===== src/rtl/mbx_pkg.sv =====
package mbx_pkg;

  localparam int unsigned DW        = 32;
  localparam int unsigned SEM_BIT   = 2;
  localparam int unsigned SWRDY_BIT = 0;
  localparam int unsigned FWRDY_BIT = 2;

  localparam logic [DW-1:0] SEM_MASK   = 32'h1 << SEM_BIT;
  localparam logic [DW-1:0] SWRDY_MASK = 32'h1 << SWRDY_BIT;

  typedef enum logic [2:0] {
    ERR_NONE   = 3'd0,
    ERR_BADLEN = 3'd1,
    ERR_SEMTO  = 3'd2,
    ERR_FWTO   = 3'd3,
    ERR_NOROOM = 3'd4
  } mbx_err_e;

  typedef enum logic [3:0] {
    ST_IDLE, ST_SEM_RD, ST_SEM_WAIT, ST_SEM_WR,
    ST_CMD_WR, ST_CMD_RB, ST_CTL_RD, ST_CTL_WR,
    ST_FW_RD, ST_FW_WAIT, ST_HDR_RD, ST_DAT_RD,
    ST_REL_RD, ST_REL_WR, ST_DONE
  } mbx_state_e;

endpackage


===== src/rtl/mbx_len_check.sv =====
module mbx_len_check #(
  parameter int MAX_BYTES = 256,
  parameter int LEN_W     = $clog2(MAX_BYTES) + 1
) (
  input  logic [LEN_W-1:0] byte_len,
  output logic             len_ok
);
  // Nonzero, within the window, whole dwords only.
  always_comb begin
    len_ok = (byte_len != '0) &&
             (int'(byte_len) <= MAX_BYTES) &&
             (byte_len[1:0] == 2'b00);
  end
endmodule


===== src/rtl/mbx_poll_timer.sv =====
module mbx_poll_timer #(
  parameter int INTERVAL = 4,
  parameter int CNT_W    = 8
) (
  input  logic             clk,
  input  logic             rst_n,
  input  logic             clear,
  input  logic             arm,
  input  logic [CNT_W-1:0] limit,
  output logic             wait_done,
  output logic             last
);
  localparam int IW = (INTERVAL > 1) ? $clog2(INTERVAL) : 1;

  logic [IW-1:0]    ival;
  logic             running;
  logic [CNT_W-1:0] waits;

  always_ff @(posedge clk) begin
    if (!rst_n) begin
      ival    <= '0;
      running <= 1'b0;
      waits   <= '0;
    end else if (clear) begin
      running <= 1'b0;
      waits   <= '0;
    end else if (arm) begin
      running <= 1'b1;
      ival    <= IW'(INTERVAL - 1);
      waits   <= waits + 1'b1;
    end else if (running) begin
      if (ival == '0) running <= 1'b0;
      else            ival    <= ival - 1'b1;
    end
  end

  assign wait_done = running && (ival == '0);
  assign last      = (waits == limit);
endmodule


===== src/rtl/mbx_cmd_seq.sv =====
module mbx_cmd_seq
  import mbx_pkg::*;
#(
  parameter int MAX_BYTES     = 256,
  parameter int LEN_W         = $clog2(MAX_BYTES) + 1,
  parameter int BUF_AW        = $clog2(MAX_BYTES / 4),
  parameter int TMO_W         = 16,
  parameter int ADDR_W        = 16,
  parameter logic [ADDR_W-1:0] SEM_ADDR  = 16'h0100,
  parameter logic [ADDR_W-1:0] CTL_ADDR  = 16'h0104,
  parameter logic [ADDR_W-1:0] MBOX_BASE = 16'h0200,
  parameter int SEM_POLL_CYC  = 250,
  parameter int SEM_MAX_READS = 400000,
  parameter int MS_CYC        = 50000
) (
  input  logic              clk,
  input  logic              rst_n,
  input  logic              start,
  input  logic [LEN_W-1:0]  byte_len,
  input  logic [TMO_W-1:0]  timeout_ms,
  input  logic              want_reply,
  output logic              busy,
  output logic              done,
  output logic [2:0]        err,
  output logic [BUF_AW-1:0] buf_addr,
  input  logic [31:0]       buf_rdata,
  output logic              buf_we,
  output logic [31:0]       buf_wdata,
  output logic              m_valid,
  output logic              m_write,
  output logic [ADDR_W-1:0] m_addr,
  output logic [31:0]       m_wdata,
  input  logic              m_ready,
  input  logic [31:0]       m_rdata
);
  localparam int SEM_CW = $clog2(SEM_MAX_READS);

  mbx_state_e        state;
  mbx_err_e          err_q;
  logic [LEN_W-1:0]  len_q;
  logic [TMO_W-1:0]  tmo_q;
  logic              want_q;
  logic [BUF_AW-1:0] idx, last_rep, last_cmd;
  logic [31:0]       hold_q;
  logic              acc, len_ok;
  logic [7:0]        rep_len;
  logic              too_small;
  logic              sem_clear, sem_arm, sem_done, sem_last;
  logic              fw_clear, fw_arm, fw_done, fw_last;

  function automatic logic [ADDR_W-1:0] mb_at(input logic [BUF_AW-1:0] i);
    return MBOX_BASE + ADDR_W'({i, 2'b00});
  endfunction

  mbx_len_check #(.MAX_BYTES(MAX_BYTES), .LEN_W(LEN_W)) u_len (
    .byte_len (byte_len),
    .len_ok   (len_ok)
  );

  mbx_poll_timer #(.INTERVAL(SEM_POLL_CYC), .CNT_W(SEM_CW)) u_sem_tmr (
    .clk       (clk),
    .rst_n     (rst_n),
    .clear     (sem_clear),
    .arm       (sem_arm),
    .limit     (SEM_CW'(SEM_MAX_READS - 1)),
    .wait_done (sem_done),
    .last      (sem_last)
  );

  mbx_poll_timer #(.INTERVAL(MS_CYC), .CNT_W(TMO_W)) u_fw_tmr (
    .clk       (clk),
    .rst_n     (rst_n),
    .clear     (fw_clear),
    .arm       (fw_arm),
    .limit     (tmo_q),
    .wait_done (fw_done),
    .last      (fw_last)
  );

  assign acc       = m_valid && m_ready;
  assign rep_len   = m_rdata[15:8];
  assign too_small = int'(len_q) < (int'(rep_len) + 4);
  assign last_cmd  = BUF_AW'(len_q[LEN_W-1:2] - 1'b1);

  assign sem_clear = (state == ST_IDLE);
  assign sem_arm   = (state == ST_SEM_RD) && acc && m_rdata[SEM_BIT] && !sem_last;
  assign fw_clear  = (state == ST_CTL_WR);
  assign fw_arm    = (state == ST_FW_RD) && acc && !m_rdata[FWRDY_BIT] && !fw_last;

  assign busy      = (state != ST_IDLE) && (state != ST_DONE);
  assign done      = (state == ST_DONE);
  assign err       = err_q;
  assign buf_addr  = idx;
  assign buf_wdata = m_rdata;
  assign buf_we    = acc && ((state == ST_HDR_RD) || (state == ST_DAT_RD));

  // Request generation: a pure function of state, so it holds until accepted.
  always_comb begin
    m_valid = 1'b0;
    m_write = 1'b0;
    m_addr  = SEM_ADDR;
    m_wdata = hold_q;
    unique case (state)
      ST_SEM_RD, ST_REL_RD: m_valid = 1'b1;
      ST_SEM_WR, ST_REL_WR: begin m_valid = 1'b1; m_write = 1'b1; end
      ST_CMD_WR: begin
        m_valid = 1'b1; m_write = 1'b1; m_addr = mb_at(idx); m_wdata = buf_rdata;
      end
      ST_CMD_RB, ST_HDR_RD, ST_DAT_RD: begin
        m_valid = 1'b1; m_addr = mb_at(idx);
      end
      ST_CTL_RD, ST_FW_RD: begin m_valid = 1'b1; m_addr = CTL_ADDR; end
      ST_CTL_WR: begin m_valid = 1'b1; m_write = 1'b1; m_addr = CTL_ADDR; end
      default: ;
    endcase
  end

  always_ff @(posedge clk) begin
    if (!rst_n) begin
      state    <= ST_IDLE;
      err_q    <= ERR_NONE;
      len_q    <= '0;
      tmo_q    <= '0;
      want_q   <= 1'b0;
      idx      <= '0;
      last_rep <= '0;
      hold_q   <= '0;
    end else begin
      unique case (state)
        ST_IDLE: if (start) begin
          len_q  <= byte_len;
          tmo_q  <= timeout_ms;
          want_q <= want_reply;
          idx    <= '0;
          if (len_ok) begin
            err_q <= ERR_NONE;
            state <= ST_SEM_RD;
          end else begin
            err_q <= ERR_BADLEN;
            state <= ST_DONE;
          end
        end
        ST_SEM_RD: if (acc) begin
          if (!m_rdata[SEM_BIT]) begin
            hold_q <= m_rdata | SEM_MASK;
            state  <= ST_SEM_WR;
          end else if (sem_last) begin
            err_q <= ERR_SEMTO;
            state <= ST_DONE;
          end else begin
            state <= ST_SEM_WAIT;
          end
        end
        ST_SEM_WAIT: if (sem_done) state <= ST_SEM_RD;
        ST_SEM_WR: if (acc) begin
          idx   <= '0;
          state <= ST_CMD_WR;
        end
        ST_CMD_WR: if (acc) state <= ST_CMD_RB;
        ST_CMD_RB: if (acc) begin
          if (idx == last_cmd) state <= ST_CTL_RD;
          else begin
            idx   <= idx + 1'b1;
            state <= ST_CMD_WR;
          end
        end
        ST_CTL_RD: if (acc) begin
          hold_q <= m_rdata | SWRDY_MASK;
          state  <= ST_CTL_WR;
        end
        ST_CTL_WR: if (acc) state <= ST_FW_RD;
        ST_FW_RD: if (acc) begin
          if (m_rdata[FWRDY_BIT]) begin
            idx   <= '0;
            state <= want_q ? ST_HDR_RD : ST_REL_RD;
          end else if (fw_last) begin
            err_q <= ERR_FWTO;
            state <= ST_REL_RD;
          end else begin
            state <= ST_FW_WAIT;
          end
        end
        ST_FW_WAIT: if (fw_done) state <= ST_FW_RD;
        ST_HDR_RD: if (acc) begin
          if (rep_len == 8'd0) begin
            state <= ST_REL_RD;
          end else if (too_small) begin
            err_q <= ERR_NOROOM;
            state <= ST_REL_RD;
          end else begin
            idx      <= BUF_AW'(1);
            last_rep <= BUF_AW'(({1'b0, rep_len} + 9'd3) >> 2);
            state    <= ST_DAT_RD;
          end
        end
        ST_DAT_RD: if (acc) begin
          if (idx == last_rep) state <= ST_REL_RD;
          else                 idx   <= idx + 1'b1;
        end
        ST_REL_RD: if (acc) begin
          hold_q <= m_rdata & ~SEM_MASK;
          state  <= ST_REL_WR;
        end
        ST_REL_WR: if (acc) state <= ST_DONE;
        ST_DONE: state <= ST_IDLE;
        default: state <= ST_IDLE;
      endcase
    end
  end
endmodule


===== config.mk =====
export PLATFORM = sky130hd
export DESIGN_NAME = mbx_cmd_seq
export DESIGN_NICKNAME = d
export VERILOG_FILES = /design/src/rtl/mbx_pkg.sv /design/src/rtl/mbx_len_check.sv /design/src/rtl/mbx_poll_timer.sv /design/src/rtl/mbx_cmd_seq.sv
export SDC_FILE = /design/constraint.sdc
export NUM_CORES = 1
export LEC_CHECK = 0
export ABC_AREA = 1
export CORE_UTILIZATION = 45
export DETAILED_ROUTE_END_ITERATION = 8
export DONT_BUFFER_PORTS = 1
export GPL_ROUTABILITY_DRIVEN = 0
export GPL_TIMING_DRIVEN = 0
export MAX_ROUTING_LAYER = met4
export SYNTH_ARGS = -nofsm -noshare
export SYNTH_HDL_FRONTEND = slang
export SYNTH_HIERARCHICAL = 1
export SYNTH_SLANG_ARGS = --single-unit

===== constraint.sdc =====
create_clock -name clk -period 4.32 [get_ports clk]
set_clock_uncertainty 0.05 [all_clocks]
set_input_delay 0.864 -clock clk [delete_from_list [all_inputs] [get_ports clk]]
set_output_delay 0.864 -clock clk [all_outputs]
set_load 0.01 [all_outputs]

---- Yosys cells after proc, flatten, opt, wreduce, memory -nomap -nowiden ----
Cells that the tools add are included.
Widths: inputs -> output; s select.
cells by class
  mux-type cells .......................... 70
  add/sub/neg operators ................... 9
  equality and inequality tests ........... 47
  reduce and logical (&&, ||, !) cells .... 43
  magnitude comparators ................... 2
  bitwise gates (word level) .............. 5
operator list
  kind                   count
  $mux 32                5
  $pmux 32 s3            1
  $mux 4                 18
  $mux 6                 11
  $pmux 4 s14            1
  $ne 2x2->1 const B     27
  $mux 16                3
  $mux 3                 15
  $pmux 6 s6             1
  $eq 4x4->1 const B     7
  $mux 8                 3
  $pmux 11 s2            1
  $add 19x1->19 const B  1
  $eq 19x19->1 const B   1
  $add 16x1->16 const B  1
  $eq 16x16->1           1
  $eq 4x3->1 const B     4
  $logic_not 16->1       1
  $logic_not 8->1        2
  $sub 16x1->16 const B  1
  $reduce_and 15->1      1
  $logic_and 1x1->1      13
  $eq 6x6->1             2
  $pmux 3 s4             1
  other kinds (34)       54
word-level totals
  logic and storage cells ................. 190
  bits in registers ....................... 138

---- Longest topological paths before layout ----
Gate-level depths: netlist (run 1).
  depth after elaboration ................. 9
  depth in mapped cells ................... 17
  depth with buffers taken out ............ 16

---- Modules after synthesis ----
Netlist (run 1), hierarchy kept.
by module, submodules not included
  module                      area an instance (µm²)  cells each  instances
  mbx_cmd_seq                 4889.7                  781         1
  mbx_poll_timer (u_fw_tmr)   2069.5                  315         1
  mbx_poll_timer (u_sem_tmr)  1746.7                  263         1
  mbx_len_check               35.0                    9           1

---- Worst setup path after synthesis (run 1) ----
Ideal clock, no wire load.
  kind .................................... input to register
  from .................................... input m_rdata[10]
  to ...................................... register last_rep[2]
  setup time .............................. 0.119 ns
  arrival ................................. 2.667 ns
  stages on the path ...................... 14
  setup slack ............................. 1.484 ns
  path buffers ............................ 1
  cell sequence ........................... inv_1 > nor3_1 > nand2_1 > nor2_1 > xor2_1 > ha_1 > nand2_1 > nor2_1 > nand3_1 > nand3_1 > nand3_1 > buf_2 > o21ai_0 > a21oi_1
on the way
  longest elaborated chain between the ends .. 4
  elaborated cells between the ends (all ways) .. 7
ends and longest elaborated chain
  element                            line                RTL
  start, declared                    mbx_cmd_seq.sv:34   input logic [31:0] m_rdata
  $add 8x3->9                        mbx_cmd_seq.sv:82   assign too_small = int'(len_q) < (int'(rep_len) + 4);
  $lt 9x9->1                         mbx_cmd_seq.sv:82
  $not 1->1 (no source line)         --
  $reduce_and 4->1 (no source line)  --
  end signal, assigned               mbx_cmd_seq.sv:192  last_rep <= BUF_AW'(({1'b0, rep_len} + 9'd3) >> 2);
  end, declared                      mbx_cmd_seq.sv:43   logic [BUF_AW-1:0] idx, last_rep, last_cmd;
Several ways; a longest one is shown, not always the timed one.
A chain may end at the register's enable or synchronous reset.

---- Worst setup path after layout (run 1) ----
  from .................................... register state[0]
  to ...................................... output m_wdata[7]
on the way
  longest elaborated chain between the ends .. 2
ends and longest elaborated chain
  element                 line                RTL
  start, declared         mbx_cmd_seq.sv:38   mbx_state_e state;
  start signal, assigned  mbx_cmd_seq.sv:175  state <= want_q ? ST_HDR_RD : ST_REL_RD;
  $eq 4x3->1              mbx_cmd_seq.sv:103  unique case (state)
  $mux 32                 mbx_cmd_seq.sv:103
  end, declared           mbx_cmd_seq.sv:32   output logic [31:0] m_wdata,
Every way passes these cells.

==> results.sh, run 1 <==
export IMPL_syn_area_sq_mm=0.008741
export IMPL_cp_data_required_time_ps=3410
export IMPL_yosysSeqAreaShare=0.3161
export IMPL_first_pass_iters=5
export IMPL_final_max_slew_viol_count=0
export IMPL_fin_setup_tns_ps=0
export IMPL_syn_to_final_growth_pct=11.57
export IMPL_cts_hold_buf=0
export IMPL_crit_chain="buf_2 > nor2_1 > nand2_1 > inv_1 > clkbuf_1 > nand2_1 > nand2_1"
export IMPL_vdd_ir_drop_max_mv=0.3293
export IMPL_htreeDepth=4
export IMPL_cts_sinks=138
export IMPL_start_util=0.4626
export IMPL_cpMaxStageDelayCell="clkbuf_1"
export IMPL_worst_pin_slew_ps=754.1
export IMPL_grtUsageTotal=0.2568
export IMPL_place_inst=1653
export IMPL_fmax_ghz=0.2944
export IMPL_route_detailed_drc=0
export IMPL_hpwl_mm=19.20
export IMPL_nNetsFinal=1523
export IMPL_cts_buffers=17
export IMPL_period_needed_ps=3397
export IMPL_dieArea_sq_mm=0.01999
export IMPL_globalRouteOverflowTotal=0
export IMPL_worstPathArrival_ps=2480
export IMPL_die_y_um=141.4
export IMPL_core_rowCount=50
export IMPL_portBuffers=0
export IMPL_cp_max_fo=10
export IMPL_powerDensity_mw_per_mm2=496.5
export IMPL_core_area_sq_mm=0.01889
export IMPL_post_route_period_util=0.7863
export IMPL_dieWidth_um=141.4
export IMPL_syn_mean_instance_area_sq_um=6.390
export IMPL_grt_pass1_vias=7660
export IMPL_routedWlPerCell_um=14.62
export IMPL_relSlewSlack=0.5063
export IMPL_viasPerCell=4.968
export IMPL_yosysWarningCount=6
export IMPL_clkLatencyLatePin_ps=420
export IMPL_syn_inst=1368
export IMPL_cts_resized=0
export IMPL_antenna_cells=0
export IMPL_drtIter0Drc=434
export IMPL_path_class="register to primary output"
export IMPL_fin_cells=1682
export IMPL_grt_pass1_wl_mm=38.61
export IMPL_synth_distinct_cells=46
export IMPL_clk_pin_slew_ps=60
export IMPL_cpPeakStageDelay_ps=370
export IMPL_hold_violations=0
export IMPL_end_kind="primary output"
export IMPL_outcome="completed"
export IMPL_setup_viol=0
export IMPL_drive_gt1_frac=0.1055
export IMPL_finalPower_mw=4.841
export IMPL_root_buffer="clkbuf_16"
export IMPL_antenna_found_initial=0
export IMPL_nFillCells=1938
export IMPL_seq_area_sq_mm=0.002763
export IMPL_clockBufferDepth=2
export IMPL_ant_nets=0
export IMPL_cp_common_cell="nand2_1"
export IMPL_postCtsSetupRepairBufs=0
export IMPL_start_kind="register"
export IMPL_via_count=8356
export IMPL_ioPinCount=188
export IMPL_maxCapViolCount=0
export IMPL_power_leakage_nw=4.307
export IMPL_layout_common_cells="nand2_1 (358), nor2_1 (220), dfxtp_1 (138)"
export IMPL_rsz0062_at_grt="no"
export IMPL_synth_seq_cells=138
export IMPL_multi_input_area_sq_mm=0.005015
export IMPL_holdCritPathClass="register to register"
export IMPL_tritoncts="yes"
export IMPL_layout_commonest_cell="nand2_1"
export IMPL_wirelength_mm=24.59
export IMPL_grt_max_degree=17
## sequential cells by signal (all words and copies together) (netlist names)
name               flops
buf_addr               6
err                    3
hold_q                32
last_rep               6
len_q                  9
state                  4
tmo_q                 16
u_fw_tmr/ival         16
u_fw_tmr/running       1
u_fw_tmr/waits        16
u_sem_tmr/ival         8
u_sem_tmr/running      1
u_sem_tmr/waits       19
want_q                 1
## path summary, 6_finish.rpt
kind         cells past startpoint             endpoint  slack, ps        start
max reg2reg                     13  u_sem_tmr/waits[14]       1460     state[1]
min                              2          last_rep[4]        420  last_rep[4]
max                              7           m_wdata[7]        920     state[0]
min reg2reg                      2          last_rep[4]        420  last_rep[4]
## where the power goes
| group | switching, mW | internal (mW) |
|---|---|---|
| clock network | 0.545 | 0.943 |
| registers | 0.157 | 1.49 |
| logic | 1.15 | 0.552 |
## routing by layer
layer | vias up | share of wire | global-route usage
li1 | 4380 | - | -
met1 | 3700 | 0.43 | 0.2937
met2 | 241 | 0.47 | 0.4367
met3 | 35 | 0.073 | 0.06176
met4 | 0 | 0.025 | 0.09338
met5 | - | 0 | -
## worst max-delay path: cells and delay by family (launching register included)
family	cells	cell delay, ps
buf+inv	3	800
flops	1	290
simple gates	4	960
## synth_stat cells (all sizes together)
cell,n,area [sq um]
nand2,374,1459
nor2,237,967.2
dfxtp,138,2763
inv,134,510.5
nand3,104,538.0
a21oi,88,481.7
o21ai,70,361.6
buf,57,452.9
nor3,27,146.4
xor2,24,210.2
xnor2,23,201.4
clkbuf,22,82.58
ha,17,212.7
nand4,15,100.1
nor3b,6,45.04
o21a,5,37.54
a31oi,4,25.02
or2,4,25.02
clkinv,3,11.26
nand3b,3,22.52
o22ai,3,18.77
a211oi,2,15.01
conb,2,7.510
o211ai,2,15.01
and2,1,6.260
o2111ai,1,8.760
o21bai,1,7.510
o221ai,1,8.760
## cell type report
cell class | count | share of cell area
well taps | 260 | 0.03336
inverters | 137 | 0.05350
flip-flops and latches | 138 | 0.2833
clock inverters | 7 | 0.01206
plain buffers | 79 | 0.05491
multi-input cells | 1039 | 0.5142
clock buffers | 22 | 0.04863
## cell families (layout without fill, tap and decap cells)
logic type / count (synthesis) / after routing / synth area share
AOI/OAI and AO/OA: 177 / 177 / 0.1121
other: 2 / 27 / 0.0008592
buffers and inverters: 216 / 245 / 0.1210
xor gates and xnor gates: 47 / 47 / 0.04709
DFF: 138 / 138 / 0.3161
and+or+nand+nor: 771 / 771 / 0.3786
adders and majority gates: 17 / 17 / 0.02433
## metrics by stage
| step | instance area [sq um] | worst slack (ps) | hold slack [ps] | util |
|---|---|---|---|---|
| 6_report | 9752 | 923.1 | 423.7 | 0.5162 |
| 5_1_grt | 9752 | 737.9 | 449.0 | 0.5162 |
| 4_1_cts | 9752 | 881.4 | 421.1 | 0.5162 |
| 3_5_place_dp | 9160 | 1060 | 410.0 | 0.4848 |
| 3_3_place_gp | 9160 | 1049 | 407.9 | 0.4848 |
| 2_1_floorplan | 8835 | 1484 | 379.3 | - |
Note: power is estimated with default switching activity, not from simulation.
==> inputs of run 2 (changes only) <==
==> constraint.sdc (replaced) <==
create_clock -name clk -period 2.81 [get_ports clk]
set_clock_uncertainty 0.05 [all_clocks]
set_input_delay 0.562 -clock clk [delete_from_list [all_inputs] [get_ports clk]]
set_output_delay 0.562 -clock clk [all_outputs]
set_load 0.01 [all_outputs]
==> run 2 against run 1 <==
Total power rose by 54%. Combinational power increased by 55%. Die area unchanged. Cell count increased by 0.18%. Non-clock buffer count grew 3. Clock-buffer cell count is the same. Hold slack got worse by 180 ps. Design area rose by 0.62%. Clock power up 54%. Setup slack got worse by 890 ps. Largest cell class unchanged.
==> results.sh, run 2 (synthesized netlist as in run 1, its figures left out) <==
export IMPL_hold_violations=0
export IMPL_largestRegisters="hold_q: 32 flops, u_sem_tmr/waits: 19 flops"
export IMPL_start_kind="register"
export IMPL_ioPinCount=188
export IMPL_grtUsageTotal=0.2568
export IMPL_viasPerCell=4.981
export IMPL_r2r_setup_slack_ps=140
export IMPL_routedWlPerCell_um=14.62
export IMPL_dr_max_layer_used="met4"
export IMPL_end_kind="primary output"
export IMPL_dieArea_sq_mm=0.01999
export IMPL_grt_pass1_vias=7660
export IMPL_ant_nets=0
export IMPL_drtIter0Drc=378
export IMPL_clockBufferDepth=2
export IMPL_dr_wl_met2_mm=11.70
export IMPL_layout_commonest_cell="nand2_1"
export IMPL_rsz0062_at_grt="yes"
export IMPL_cp_data_required_time_ps=2200
export IMPL_start_util=0.4626
export IMPL_antenna_found_initial=0
export IMPL_via_count=8393
export IMPL_htreeDepth=4
export IMPL_die_y_um=141.4
export IMPL_wirelength_mm=24.63
export IMPL_powerDensity_mw_per_mm2=761.9
export IMPL_final_max_slew_viol_count=0
export IMPL_post_route_period_util=0.9866
export IMPL_rr_startpoint="u_fw_tmr/waits[6]"
export IMPL_final_util=0.5193
export IMPL_hold_start="m_rdata[0]"
export IMPL_worstPathArrival_ps=2160
export IMPL_dieWidth_um=141.4
export IMPL_globalRouteOverflowTotal=0
export IMPL_largest_register="hold_q"
export IMPL_fmax_ghz=0.3607
export IMPL_cts_hold_buf=0
export IMPL_worst_pin_slew_ps=717.7
export IMPL_stdcell_area_sq_mm=0.009812
export IMPL_met1_length_mm=10.68
export IMPL_cts_sinks=138
export IMPL_tritoncts="yes"
export IMPL_crit_chain="nand2_2 > inv_2 > nand2_1 > nand2_1 > inv_2 > o221ai_1"
export IMPL_rr_worst_depth=16
export IMPL_clk_pin_slew_ps=60
export IMPL_period_needed_ps=2772
export IMPL_drive_gt1_frac=0.1158
export IMPL_relSlewSlack=0.5216
export IMPL_root_buffer="clkbuf_16"
export IMPL_portBuffers=0
export IMPL_antenna_cells=0
export IMPL_finalPower_mw=7.476
export IMPL_layout_common_cells="nand2_1 (356), nor2_1 (218), dfxtp_1 (138)"
export IMPL_placed_area_sq_mm=0.009160
export IMPL_cts_buffers=17
export IMPL_largest_reg_flops=32
export IMPL_setup_ws_ps=37.53
export IMPL_maxCapViolCount=0
export IMPL_worstHoldPathCells=2
export IMPL_cp_max_fo=8
export IMPL_route_detailed_drc=0
export IMPL_hpwl_mm=19.20
export IMPL_cpMaxStageDelayCell="o221ai_1"
export IMPL_cp_startpoint="state[3]"
export IMPL_place_ws_ps=-148.1
export IMPL_cpPeakStageDelay_ps=600
export IMPL_nNetsFinal=1526
export IMPL_nFillCells=1926
export IMPL_dr_wl_met3_mm=1.706
export IMPL_grt_pass1_wl_mm=38.61
export IMPL_grt_max_degree=17
export IMPL_first_pass_iters=7
export IMPL_hold_slack_ps=241.9
export IMPL_clkLatencyLatePin_ps=420
export IMPL_holdCritPathClass="input port to register"
export IMPL_core_rowCount=50
export IMPL_outcome="completed"
export IMPL_path_class="register to primary output"
export IMPL_syn_to_final_growth_pct=12.25
export IMPL_core_area_sq_mm=0.01889
export IMPL_vdd_ir_drop_max_mv=0.5067
export IMPL_setup_viol=0
export IMPL_power_leakage_nw=4.347
-- run 2: metrics by stage --
stage	cells	setup TNS, ps
final	1685	0
after global routing	1685	-117.8
after CTS	1682	0
after detailed placement	1653	-1301
after global placement	1653	-1140
after floorplan	1393	0
-- run 2: what timing repair did --
item,in CTS,in global routing
resized for setup,5,15
pin swaps,0,1
endpoints found under the hold margin,0,0
setup endpoints to repair,34,45
setup buffers,0,3
-- run 2: worst paths after layout --
kind	to
max	m_addr[2]
min	hold_q[0]
max reg2reg	u_fw_tmr/waits[8]
min reg2reg	last_rep[4]
-- run 2: where the power goes --
group	switching (mW)	total, mW	internal (mW)	leakage [nW]
clock	0.840	2.29	1.45	0.280
sequential	0.242	2.53	2.29	1.12
combinational	1.79	2.65	0.867	2.95
-- run 2: critical path, delay by kind of cell (launching register included) --
family	cells	cell delay, ps
AOI/OAI and AO/OA	1	600
buffers and inverters	2	260
DFF	1	410
and+or+nand+nor	3	470
-- run 2: area by class of cell --
type	count	area (sq um)	share of cell area
well taps	260	325.3	0.03315
repair buffers	3	22.52	0.002295
plain buffers	79	544.3	0.05547
clock inverters	7	117.6	0.01199
clock buffers	22	474.2	0.04833
multi-input cells	1039	5044	0.5140
inverters	137	521.8	0.05318
flip-flops and latches	138	2763	0.2816
-- run 2: layer usage --
metal | up-vias | GRT usage
met2 | 263 | 0.4367
met3 | 33 | 0.06176
met4 | 0 | 0.09338
met1 | 3719 | 0.2937
met5 | - | -
li1 | 4378 | -
